### config.mk
export PLATFORM = sky130hd
export DESIGN_NAME = adc_ctrl_decoder
export DESIGN_NICKNAME = d
export VERILOG_FILES = /design/src/rtl/adc_ctrl_pkg.sv /design/src/rtl/adc_ctrl_regs.sv /design/src/rtl/adc_code_fmt.sv /design/src/rtl/adc_ctrl_decoder.sv
export SDC_FILE = /design/constraint.sdc
export NUM_CORES = 1
export LEC_CHECK = 0
export ABC_AREA = 0
export BUFFER_PORTS_ARGS = -buffer_cell sky130_fd_sc_hd__clkbuf_2
export CAP_MARGIN = 15
export CELL_PAD_IN_SITES_DETAIL_PLACEMENT = 1
export CELL_PAD_IN_SITES_GLOBAL_PLACEMENT = 2
export CORE_UTILIZATION = 28
export DETAILED_ROUTE_END_ITERATION = 8
export GPL_ROUTABILITY_DRIVEN = 0
export PLACE_DENSITY = 0.88
export SYNTH_ARGS = -nofsm -noshare
export SYNTH_HDL_FRONTEND = slang
export SYNTH_SLANG_ARGS = --single-unit
### constraint.sdc
create_clock -name clk -period 2.49 [get_ports clk]
set_input_delay 0.249 -clock clk [delete_from_list [all_inputs] [get_ports clk]]
set_output_delay 0.249 -clock clk [all_outputs]
set_load 0.01 [all_outputs]
### src/rtl/adc_ctrl_pkg.sv
package adc_ctrl_pkg;
    localparam int BYTE_W = 8;
    localparam int REF_W  = 3;
    localparam int CHAN_W = 4;

    typedef struct packed {
        logic [REF_W-1:0] ref_sel;
        logic             clk_ext;
        logic             bipolar;
    } setup_t;

    typedef struct packed {
        logic              single_ended;
        logic [CHAN_W-1:0] chan;
    } cfg_t;

    localparam setup_t SETUP_RST = '{ref_sel: '0, clk_ext: 1'b0, bipolar: 1'b0};
    localparam cfg_t   CFG_RST   = '{single_ended: 1'b1, chan: '0};
endpackage

### src/rtl/adc_ctrl_regs.sv
module adc_ctrl_regs
    import adc_ctrl_pkg::*;
(
    input  logic              clk,
    input  logic              rst_n,
    input  logic              wr_stb,
    input  logic [BYTE_W-1:0] wr_byte,
    output setup_t            setup_o,
    output cfg_t              cfg_o
);
    localparam int SEL_BIT  = BYTE_W - 1;
    localparam int RST_BIT  = 1;
    localparam int SE_BIT   = 0;
    localparam int REF_LSB  = 4;
    localparam int CLK_BIT  = 3;
    localparam int POL_BIT  = 2;
    localparam int CHAN_LSB = 1;

    typedef struct packed {
        setup_t setup;
        cfg_t   cfg;
    } regs_t;

    regs_t regs_d, regs_q;

    always_comb begin
        regs_d = regs_q;
        if (wr_stb) begin
            if (wr_byte[SEL_BIT]) begin
                regs_d.setup.ref_sel = wr_byte[REF_LSB +: REF_W];
                regs_d.setup.clk_ext = wr_byte[CLK_BIT];
                regs_d.setup.bipolar = wr_byte[POL_BIT];
                if (!wr_byte[RST_BIT]) begin
                    regs_d.cfg = CFG_RST;
                end
            end else begin
                regs_d.cfg.single_ended = wr_byte[SE_BIT];
                regs_d.cfg.chan         = wr_byte[CHAN_LSB +: CHAN_W];
            end
        end
    end

    always_ff @(posedge clk or negedge rst_n) begin
        if (!rst_n) begin
            regs_q <= '{setup: SETUP_RST, cfg: CFG_RST};
        end else begin
            regs_q <= regs_d;
        end
    end

    assign setup_o = regs_q.setup;
    assign cfg_o   = regs_q.cfg;

    p_setup_load_r2: assert property (@(posedge clk) disable iff (!rst_n)
        (wr_stb && wr_byte[SEL_BIT]) |=>
            (setup_o.ref_sel == $past(wr_byte[REF_LSB +: REF_W])) &&
            (setup_o.bipolar == $past(wr_byte[POL_BIT])));

    p_setup_hold_r3: assert property (@(posedge clk) disable iff (!rst_n)
        (wr_stb && !wr_byte[SEL_BIT]) |=> $stable(setup_o));

    p_cfg_default_r4: assert property (@(posedge clk) disable iff (!rst_n)
        (wr_stb && wr_byte[SEL_BIT] && !wr_byte[RST_BIT]) |=>
            (cfg_o.single_ended && cfg_o.chan == '0));

    p_cfg_keep_r4: assert property (@(posedge clk) disable iff (!rst_n)
        (wr_stb && wr_byte[SEL_BIT] && wr_byte[RST_BIT]) |=> $stable(cfg_o));

    p_idle_hold_r6: assert property (@(posedge clk) disable iff (!rst_n)
        !wr_stb |=> ($stable(cfg_o) && $stable(setup_o)));
endmodule

### src/rtl/adc_code_fmt.sv
module adc_code_fmt #(
    parameter int SMP_W  = 9,
    parameter int CODE_W = 8
) (
    input  logic                    clk,
    input  logic                    rst_n,
    input  logic                    bip_eff,
    input  logic signed [SMP_W-1:0] smp_i,
    output logic        [CODE_W-1:0] code_o
);
    localparam int UMAX = (1 << CODE_W) - 1;
    localparam int BMAX = (1 << (CODE_W - 1)) - 1;
    localparam int BMIN = -(1 << (CODE_W - 1));

    typedef struct packed {
        logic [CODE_W-1:0] code;
    } fmt_t;

    fmt_t fmt_d, fmt_q;
    int   sv;
    int   lim;

    always_comb begin
        sv  = int'(smp_i);
        lim = sv;
        if (bip_eff) begin
            if (sv > BMAX)      lim = BMAX;
            else if (sv < BMIN) lim = BMIN;
        end else begin
            if (sv > UMAX)      lim = UMAX;
            else if (sv < 0)    lim = 0;
        end
        fmt_d.code = lim[CODE_W-1:0];
    end

    always_ff @(posedge clk or negedge rst_n) begin
        if (!rst_n) begin
            fmt_q <= '0;
        end else begin
            fmt_q <= fmt_d;
        end
    end

    assign code_o = fmt_q.code;

    p_uni_neg_zero_r8: assert property (@(posedge clk) disable iff (!rst_n)
        (!bip_eff && smp_i < 0) |=> (code_o == '0));

    p_bip_top_sat_r9: assert property (@(posedge clk) disable iff (!rst_n)
        (bip_eff && int'(smp_i) > BMAX) |=> (code_o == CODE_W'(BMAX)));

    p_bip_low_sat_r9: assert property (@(posedge clk) disable iff (!rst_n)
        (bip_eff && int'(smp_i) < BMIN) |=> (code_o == CODE_W'(BMIN)));
endmodule

### src/rtl/adc_ctrl_decoder.sv
module adc_ctrl_decoder
    import adc_ctrl_pkg::*;
#(
    parameter int SMP_W  = 9,
    parameter int CODE_W = 8
) (
    input  logic                     clk,
    input  logic                     rst_n,
    input  logic                     wr_stb,
    input  logic [BYTE_W-1:0]        wr_byte,
    input  logic signed [SMP_W-1:0]  smp_raw,
    output logic [REF_W-1:0]         ref_sel,
    output logic                     clk_ext,
    output logic                     bipolar,
    output logic                     single_ended,
    output logic [CHAN_W-1:0]        chan_sel,
    output logic [CODE_W-1:0]        code_out
);
    setup_t setup_w;
    cfg_t   cfg_w;
    logic   bip_eff;

    adc_ctrl_regs i_regs (
        .clk     (clk),
        .rst_n   (rst_n),
        .wr_stb  (wr_stb),
        .wr_byte (wr_byte),
        .setup_o (setup_w),
        .cfg_o   (cfg_w)
    );

    // Single-ended inputs always use unipolar coding
    assign bip_eff = setup_w.bipolar & ~cfg_w.single_ended;

    adc_code_fmt #(.SMP_W(SMP_W), .CODE_W(CODE_W)) i_fmt (
        .clk     (clk),
        .rst_n   (rst_n),
        .bip_eff (bip_eff),
        .smp_i   (smp_raw),
        .code_o  (code_out)
    );

    assign ref_sel      = setup_w.ref_sel;
    assign clk_ext      = setup_w.clk_ext;
    assign bipolar      = setup_w.bipolar;
    assign single_ended = cfg_w.single_ended;
    assign chan_sel     = cfg_w.chan;

    p_se_unipolar_r7: assert property (@(posedge clk) disable iff (!rst_n)
        (single_ended && smp_raw < 0) |=> (code_out == '0));
endmodule

==> impl_metrics.json, run 1 <==
{
  "h-tree-depth": 1,
  "rsz0062_at_grt": "no",
  "first_global_vias": 544,
  "die_width_um": 52.25,
  "ant_nets": 0,
  "cp_slowest_cell": "dfstp_2",
  "crit_chain": "and3b_1 > maj3_2",
  "area_growth_pct": 36.11,
  "peakVddDrop_mv": 0.4514,
  "cts.sinks": 18,
  "multi_input_area_um2": 229.0,
  "dr.pass1.iters": 4,
  "min_to": "i_regs.cfg_o[0]",
  "clockRootBuffer": "clkbuf_4",
  "post_cts_buffers": 0,
  "cts.repair.resized": 0,
  "worstPathRequired_ns": 2.67,
  "tightest_slew_ns": 0.4378,
  "port_buffers": 37,
  "holdBufCountCts": 1,
  "post_drt_wl_per_cell_um": 12.80,
  "ys_seq_area_share_pct": 63.89,
  "power_density_mw_per_mm2": 659.0,
  "die_h_um": 52.25,
  "critical_path_arrival_ns": 1.49,
  "num_rows": 17,
  "hold_slack_ns": 0.1423,
  "synth_seq_cells": 18,
  "hold_depth": 2,
  "diodes": 0,
  "grt_antenna_before_repair": 0,
  "min_period_ns": 1.307,
  "syn_avg_cell_area_um2": 15.04,
  "hold_violations": 0,
  "first_iter_violations": 8,
  "seq_area_um2": 451.7,
  "viasPerCell": 4.448,
  "hold_class": "in2reg",
  "cts_buffers": 3,
  "drc": 0,
  "r2r_cells": 2,
  "drv_cap": 0,
  "setup_tns_ns": 0,
  "critPathMaxStageDelay_ns": 0.57,
  "fmax_ghz": 0.7649,
  "cts.clk_slew.worst_paths_ns": 0.11,
  "fill_cells": 272,
  "leakage_nw": 0.5173,
  "synth_cells": 47,
  "clock_path_buffers": 2,
  "cp-start-kind": "flop",
  "clock_latency_ns": 0.30,
  "relSlewSlack_pct": 70.81,
  "setup_viol": 0,
  "min_period_over_period_pct": 52.51,
  "initial_core_util_pct": 30.77,
  "outcome": "completed",
  "grt_usage_pct": 13.17,
  "r2r-end": "i_fmt.code_o[5]",
  "fin_worst_skew_ns": 0.01443,
  "syn_area_um2": 706.9,
  "crit_path_end_kind": "flop",
  "r2r_setup_slack_ns": 1.18,
  "final_max_slew_viol_count": 0,
  "crit_fanout": 7,
  "layout-drive-gt1-share_pct": 56.82,
  "ys_warn_count": 0,
  "tritoncts": "yes",
  "dieArea_mm2": 0.002730,
  "fin_util_pct": 41.88,
  "grt_max_degree": 19,
  "grt_pass1_wl_mm": 2.477,
  "ios": 38,
  "post_synth_num_cell_types": 16,
  "final_nets": 109,
  "criticalPathCategory": "reg2reg",
  "holdCritStartpoint": "wr_stb",
  "synth_nets": 67,
  "rr_startpoint": "i_regs.cfg_o[4]",
  "routed_wl_mm": 1.485,
  "num_vias": 516,
  "core-area_mm2": 0.002297,
  "grt-ovfl-total": 0,
  "dpl.hpwl_mm": 1.190
}
[worst max-delay path, delay by kind of cell, from the launching register on]
kind | cells | cell delay, ns
and+or+nand+nor | 1 | 0.28
adders and majority gates | 1 | 0.34
DFF | 1 | 0.57
[power by group]
part	total [mW]	internal (mW)	switching, mW
Sequential	0.339	0.324	0.0158
Combinational	0.114	0.0572	0.0570
Clock	0.181	0.0892	0.0913
[area by class of cell]
class                      count  share of cell area (%)
sequential                    18                   46.94
multi-input combinational     24                   23.80
timing repair buffer          38                   20.29
clock buffer                   4                   3.771
tap                           28                   3.641
inverter                       4                   1.560
[metrics by stage]
stage | instances | setup WS, ns | cell area, um2 | power (mW)
2_1_floorplan | 47 | 1.219 | 706.9 | 0.3990
3_3_place_gp | 111 | 1.239 | 915.9 | 0.4566
3_5_place_dp | 111 | 1.211 | 915.9 | 0.4609
4_1_cts | 116 | 1.173 | 962.2 | 0.6473
5_1_grt | 116 | 1.126 | 962.2 | 0.6710
6_report | 116 | 1.183 | 962.2 | 0.6341
[cells in the final DEF, fill, tap and decap left out]
cell           instances
inv_1                  3
a2bb2oi_1              1
and3b_1                1
mux2_1                 5
mux2i_1                1
clkbuf_4               3
clkbuf_2              37
a21bo_2                1
clkinv_1               1
a22oi_1                1
nor2b_1                1
dfrtp_1               17
dfstp_2                1
a22o_1                 3
dlygate4sd3_1          1
nand2b_1               2
maj3_2                 7
clkbuf_8               1
nand2_1                1
[cell usage after synthesis]
| cell type | instances | area [um2] |
|---|---|---|
| inv_1 | 3 | 11.26 |
| a22o_1 | 3 | 26.28 |
| clkinv_1 | 1 | 3.750 |
| nor2b_1 | 1 | 6.260 |
| dfstp_2 | 1 | 26.28 |
| maj3_2 | 7 | 78.83 |
| nand2b_1 | 2 | 12.51 |
| nand2_1 | 1 | 3.750 |
| a21bo_2 | 1 | 10.01 |
| a22oi_1 | 1 | 7.510 |
| dfrtp_1 | 17 | 425.4 |
| mux2i_1 | 1 | 10.01 |
| a2bb2oi_1 | 1 | 8.760 |
| mux2_1 | 5 | 56.30 |
| buf_6 | 1 | 11.26 |
| and3b_1 | 1 | 8.760 |
[registers in the layout, indices dropped and copies added (netlist names)]
register and count:
i_regs.setup_o 5, i_regs.cfg_o 5, i_fmt.code_o 8
[per-layer routing]
metal / vias up / global-route usage [%] / share of wire (%) / wire, um
met5: - / 0 / 0 / 0
met4: 0 / 5.263 / 1.7 / 25
met3: 4 / 6.377 / 10 / 149
met2: 29 / 20.73 / 44 / 653
met1: 235 / 15.31 / 44 / 657
li1: 248 / - / - / -
[worst max path at each step]
stage	startpoint	end	slack, ns	cells after the start
global route	i_regs.cfg_o[4]	i_fmt.code_o[3]	1.13	2
CTS	i_regs.cfg_o[4]	i_fmt.code_o[5]	1.17	2
floorplan	i_regs.cfg_o[4]	i_fmt.code_o[0]	1.22	3
detailed placement	i_regs.cfg_o[4]	i_fmt.code_o[5]	1.21	2
finish	i_regs.cfg_o[4]	i_fmt.code_o[5]	1.18	2
global placement	i_regs.cfg_o[4]	i_fmt.code_o[3]	1.24	2
[kinds of logic (layout without fill, tap and decap cells)]
family | after synthesis | count (layout) | share of synthesized area (%)
AOI/OAI and AO/OA | 6 | 6 | 7.435
adders and majority gates | 7 | 7 | 11.15
buffers and inverters | 5 | 46 | 3.716
and+or+nand+nor | 5 | 5 | 4.425
muxes | 6 | 6 | 9.380
DFF | 18 | 18 | 63.89
Power figures use the tool's default switching activity.
==> inputs of run 2 (changes only) <==
ABC_AREA = 1   (was 0)
CORE_UTILIZATION = 21   (was 28)
PLACE_DENSITY = 0.8   (was 0.88)
clock period = 1.1 ns   (was 2.49 ns; I/O delays follow)
==> run 2 against run 1 <==
Net effect:
- clock power rose to 2.9 times the previous value
- via count up 54%
- register-to-register slack worse by 1.1 ns
- die area up 47%
- sequential share of layout area down 6.2 points
- wire length up 40%
- power rose to 2.6 times the previous value
- non-clock buffer count up 2
- setup slack worse by 1.1 ns
- combinational power rose to 3.0 times the previous value
- synthesized cell count up 110%
- critical path depth down 1
- largest power group unchanged
==> impl_metrics.json, run 2 <==
{
  "rsz0062_at_grt": "no",
  "core-area_mm2": 0.003468,
  "clock_latency_ns": 0.25,
  "drv_cap": 0,
  "criticalPathCategory": "reg2out",
  "critPathMaxStageDelay_ns": 0.56,
  "outcome": "completed",
  "initial_core_util_pct": 22.84,
  "drc": 0,
  "grt-ovfl-total": 0,
  "synth_common_cells": "nand2_1, dfrtp_1, nand3_1",
  "final_max_slew_viol_count": 0,
  "synth_nets": 117,
  "r2r_cells": 4,
  "hold_class": "in2reg",
  "viasPerCell": 4.280,
  "ys_seq_area_share_pct": 57.03,
  "num_rows": 21,
  "cts_buffers": 3,
  "critical-path-top-delay-family": "flip-flops",
  "layout-drive-gt1-share_pct": 37.14,
  "fmax_ghz": 0.9480,
  "setup_viol": 0,
  "first_global_vias": 859,
  "grt_usage_pct": 11.93,
  "power_density_mw_per_mm2": 1483,
  "cts.sinks": 18,
  "final_cell_area_mm2": 0.001110,
  "min_period_over_period_pct": 95.90,
  "tritoncts": "yes",
  "synth.top_cell.area_share_pct": 53.71,
  "crit_path_end_kind": "primary output",
  "final_common_cell": "nand2_1",
  "cp-start-kind": "flop",
  "post_synth_num_cell_types": 14,
  "crit_cells": 1,
  "synthTopCellsByArea": "dfrtp_1, nand2_1, nand3_1",
  "first_iter_violations": 38,
  "syn_avg_cell_area_um2": 8.165,
  "ant_nets": 0,
  "synth_flop_cell": "dfrtp_1",
  "final_nets": 161,
  "fin_worst_skew_ns": 0.001943,
  "largest_reg_flops": 8,
  "synth_seq_cells": 18,
  "yosysMostFrequentCell": "nand2_1",
  "routed_wl_mm": 2.084,
  "setup_tns_ns": 0,
  "dieArea_mm2": 0.004021,
  "diodes": 0,
  "hold_depth": 3,
  "min_period_ns": 1.055,
  "h-tree-depth": 1,
  "grt_max_degree": 19,
  "num_vias": 796,
  "ys_warn_count": 0,
  "synth_top_area_cell": "dfrtp_1",
  "tightest_slew_ns": 0.4482,
  "synth-edff-count": 0,
  "dr.pass1.iters": 4,
  "synth-compound-area-share_pct": 2.370,
  "muxShareOfSynthArea_pct": 0,
  "crit_buf_inv": 1,
  "ios": 38,
  "die_width_um": 63.41,
  "hold_violations": 0,
  "async_flop_share_pct": 100.0,
  "mostFrequentLayoutCells": "nand2_1, clkbuf_2, dfrtp_1, nand3_1, nor2_1",
  "port_buffers": 37,
  "clockRootBuffer": "clkbuf_8",
  "post_drt_wl_per_cell_um": 11.20,
  "peakVddDrop_mv": 0.3461,
  "synth_fa_ha_area_share_pct": 0,
  "grt_antenna_before_repair": 0,
  "synth_xor_area_share_pct": 0,
  "die_h_um": 63.41,
  "relSlewSlack_pct": 70.12,
  "syn_area_um2": 792.0,
  "synth_cells": 97,
  "clock_path_buffers": 2,
  "synth_top_family_by_area": "simple AND/OR/NAND/NOR gates",
  "cts.clk_slew.worst_paths_ns": 0.07,
  "synthSimpleGateAreaFrac_pct": 36.81,
  "critical_path_arrival_ns": 0.94,
  "dpl.hpwl_mm": 1.717,
  "leakage_nw": 0.6459,
  "worstPathRequired_ns": 0.99,
  "placed_area_mm2": 0.001027,
  "crit_chain": "buf_4",
  "grt_pass1_wl_mm": 3.795,
  "cp_slowest_cell": "dfstp_2",
  "area_growth_pct": 40.13,
  "crit_fanout": 3,
  "fill_cells": 449
}
-- run 2: cell types whose count changed after synthesis, sizes merged, moves of 3 or more --
cell | previous run | this run
nand2 | 1 | 49
a22o | 3 | 0
mux2 | 5 | 0
nand3 | 0 | 11
nor2 | 0 | 8
maj3 | 7 | 0
inv | 3 | 6
-- run 2: cell type report --
type                       instances  area [um2]  area share (%)
inverter                           6       22.52           2.029
timing repair buffer              40       212.7           19.17
multi-input combinational         72       310.3           27.96
tap                               46       57.56           5.186
sequential                        18       451.7           40.70
clock buffer                       4       55.05           4.961
-- run 2: repair_timing --
item,in CTS,in global routing
hold endpoints to repair,17,0
setup buffers,0,2
hold buffers,1,0
gates resized for setup,0,3
endpoints found under the setup margin,0,8
-- run 2: cells by family (layout without fill, tap and decap cells) --
| family | after synthesis | in the layout |
|---|---|---|
| AND/OR/NAND/NOR | 69 | 69 |
| AO/OA/AOI/OAI | 3 | 3 |
| buffers and inverters | 7 | 50 |
| flip-flops | 18 | 18 |
-- run 2: power by group --
part	switching, mW	internal, mW
registers	0.0364	0.741
logic	0.205	0.140
clock network	0.206	0.317
-- run 2: worst paths after layout --
kind,startpoint,to,slack (ns)
max in group asynchronous,rst_n,i_regs.cfg_o[4],0.42
max,i_regs.cfg_o[4],single_ended,0.05
min,wr_byte[4],i_regs.cfg_o[3],0.09
min in group asynchronous,rst_n,i_regs.cfg_o[2],0.34
min reg2reg,i_regs.setup_o[3],i_regs.setup_o[3],0.47
max reg2reg,i_regs.cfg_o[4],i_fmt.code_o[7],0.10
-- run 2: layer usage --
layer | vias to the layer above | track usage (%) | share of wire, %
li1 | 388 | - | -
met1 | 370 | 14.64 | 46
met2 | 33 | 19.28 | 45
met3 | 5 | 3.804 | 8.1
met4 | 0 | 4.545 | 1.2
met5 | - | 0 | 0
-- run 2: through the flow --
stage	hold slack, ns	worst slack [ns]	std cells	util [%]	power (mW)
after global placement	0.06714	0.07422	179	29.62	1.117
after global routing	0.09507	0.006079	186	32.00	1.756
final	0.08720	0.04511	186	32.00	1.646
after CTS	0.08181	0.01449	184	31.49	1.664
after detailed placement	0.08062	0.03090	179	29.62	1.127
after floorplan	-0.1856	0.1218	97	-	0.9551
==> inputs of run 3 (changes only) <==
CORE_UTILIZATION = 22   (was 21)
GPL_ROUTABILITY_DRIVEN = unset   (was 0)
PLACE_DENSITY = 0.81   (was 0.8)
SYNTH_HIERARCHICAL = 1   (was unset)
==> run 3 against run 2 <==
Net effect:
- global-route usage is 1.4 points lower
- die area decreased by 4.1%
- setup slack lost 0.028 ns
- critical endpoint unchanged
- largest power group unchanged
- highest routed layer unchanged
==> impl_metrics.json, run 3 <==
{
  "placed_cells": 170,
  "synth-edff-count": 0,
  "synth_top_area_cell": "dfrtp_1",
  "final_cell_area_mm2": 0.001057,
  "clock_path_buffers": 2,
  "mostFrequentLayoutCells": "nand2_1, clkbuf_2, dfrtp_1, nand3_1, o21ai_0",
  "power_density_mw_per_mm2": 1334,
  "fin_worst_skew_ns": 0.003928,
  "finalPower_mw": 1.410,
  "syn_avg_cell_area_um2": 8.927,
  "min_period_ns": 1.083,
  "relSlewSlack_pct": 70.10,
  "fmax_ghz": 0.9231,
  "finalNonFillerCells": 175,
  "crit_fanout": 3,
  "hold_class": "in2reg",
  "preCtsSetupSlack_ns": 0.05864,
  "min_period_over_period_pct": 98.48,
  "synth.top_cell.area_share_pct": 53.54,
  "hold_violations": 0,
  "grt_pass1_wl_mm": 2.891,
  "dpl.hpwl_mm": 1.566,
  "final_max_slew_viol_count": 0,
  "leakage_nw": 0.6115,
  "final_nets": 150,
  "largest_reg_flops": 8,
  "final_common_cell": "nand2_1",
  "tightest_slew_ns": 0.4485,
  "synthTopCellsByArea": "dfrtp_1, nand2_1, nand3_1",
  "async_flop_share_pct": 100.0,
  "crit_buf_inv": 1,
  "num_rows": 21,
  "initial_core_util_pct": 23.44,
  "cts.sinks": 18,
  "grt-ovfl-total": 0,
  "crit_path_end_kind": "primary output",
  "ys_warn_count": 6,
  "synth_seq_cells": 18,
  "synth_flop_cell": "dfrtp_1",
  "ios": 38,
  "grt_antenna_before_repair": 0,
  "tritoncts": "yes",
  "drv_cap": 0,
  "critPathMaxStageDelay_ns": 0.58,
  "gp_congestion": 0.6956,
  "placed_area_mm2": 0.001015,
  "drc": 0,
  "post_synth_num_cell_types": 12,
  "diodes": 0,
  "first_iter_violations": 43,
  "num_vias": 718,
  "cp_slowest_cell": "dfstp_2",
  "crit_chain": "buf_6",
  "die_h_um": 62.10,
  "cts_buffers": 3,
  "critical-path-top-delay-family": "flip-flops",
  "fin_util_pct": 31.19,
  "clockRootBuffer": "clkbuf_4",
  "setup_viol": 0,
  "grt_max_degree": 19,
  "dieArea_mm2": 0.003856,
  "criticalPathCategory": "reg2out",
  "synth_nets": 109,
  "grt_usage_pct": 10.50,
  "first_global_vias": 693,
  "rsz0062_at_grt": "yes",
  "yosysMostFrequentCell": "nand2_1",
  "peakVddDrop_mv": 0.2387,
  "clock_latency_ns": 0.28,
  "ys_seq_area_share_pct": 56.85,
  "port_buffers": 37,
  "synth_common_cells": "nand2_1, dfrtp_1, nand3_1",
  "critical_path_arrival_ns": 0.97,
  "layout-drive-gt1-share_pct": 38.76,
  "h-tree-depth": 1,
  "syn_area_um2": 794.5,
  "worstPathRequired_ns": 0.99,
  "cp-start-kind": "flop",
  "outcome": "completed",
  "synth_cells": 89,
  "cts.clk_slew.worst_paths_ns": 0.09,
  "die_width_um": 62.10,
  "dr.pass1.iters": 3,
  "core-area_mm2": 0.003390,
  "setup_ws_ns": 0.01667,
  "area_growth_pct": 33.07,
  "viasPerCell": 4.103,
  "post_drt_wl_per_cell_um": 10.51,
  "routed_wl_mm": 1.839,
  "ant_nets": 0
}
[run 3: cell types whose count changed in the layout (fill, tap and decap cells not counted), moves of 2 or more]
cell	change
o21ai_0	+4
clkbuf_4	+3
clkbuf_8	-4
inv_1	+2
nor2_1	-6
buf_4	-3
nand2_1	-9
nand2_4	+3
[run 3: report_power, final]
part / internal [mW] / switching [mW] / total, mW / leakage (nW)
clock: 0.141 / 0.186 / 0.327 / 0.0150
combinational: 0.127 / 0.184 / 0.312 / 0.370
sequential: 0.737 / 0.0343 / 0.771 / 0.226
total: 1.00 / 0.405 / 1.41 / 0.611
[run 3: cell type report]
cell class              count  area [um2]
clock buffers               4       26.28
fillers                   420        2332
inverters                   7       26.28
multi-input cells          62       294.0
flip-flops and latches     18       451.7
well taps                  46       57.56
repair buffers             38       201.4
[run 3: final timing paths]
check / from / to / slack [ns] / depth (start not counted)
min in group asynchronous: rst_n / i_regs/setup_o[2] / 0.29 / 2
worst min register to register: i_regs/setup_o[1] / i_regs/setup_o[1] / 0.48 / 2
worst max-delay path: i_regs/cfg_o[4] / single_ended / 0.02 / 1
max in group asynchronous: rst_n / i_regs/cfg_o[4] / 0.47 / 2
worst min-delay path: wr_byte[5] / i_regs/setup_o[3] / 0.05 / 3
worst max register to register: i_regs/cfg_o[4] / i_fmt/code_o[7] / 0.06 / 4
[run 3: stage by stage]
stage	TNS, ns	hold WS [ns]
floorplan	0	-0.1856
global placement	0	0.06827
detailed placement	0	0.07688
CTS	-0.01812	0.04340
global route	-0.09050	0.04114
finish	0	0.05023
[run 3: logic make-up (layout without fill, tap and decap cells)]
kind of cell / count (synthesis) / after routing / synth area share (%)
simple gates: 56 / 56 / 33.23
compound gates: 6 / 6 / 3.778
flops: 18 / 18 / 56.85
buf+inv: 9 / 49 / 6.141
[run 3: what timing repair did]
item                                    in CTS  in global routing
gates resized for setup                      0                  2
hold buffers                                 1                  0
buffers inserted                             0                  0
hold endpoints to repair                    17                  0
endpoints found under the setup margin       1                  6
pin swaps                                    0                  0
[run 3: routing by layer]
| metal | routed length, um | global-route usage (%) | vias up | part of all wire, % |
|---|---|---|---|---|
| met5 | 0 | 0 | - | 0 |
| met4 | 33 | 5.714 | 0 | 1.8 |
| met3 | 138 | 2.899 | 4 | 7.5 |
| met2 | 842 | 17.17 | 30 | 46 |
| met1 | 825 | 12.47 | 326 | 45 |
| li1 | - | - | 358 | - |
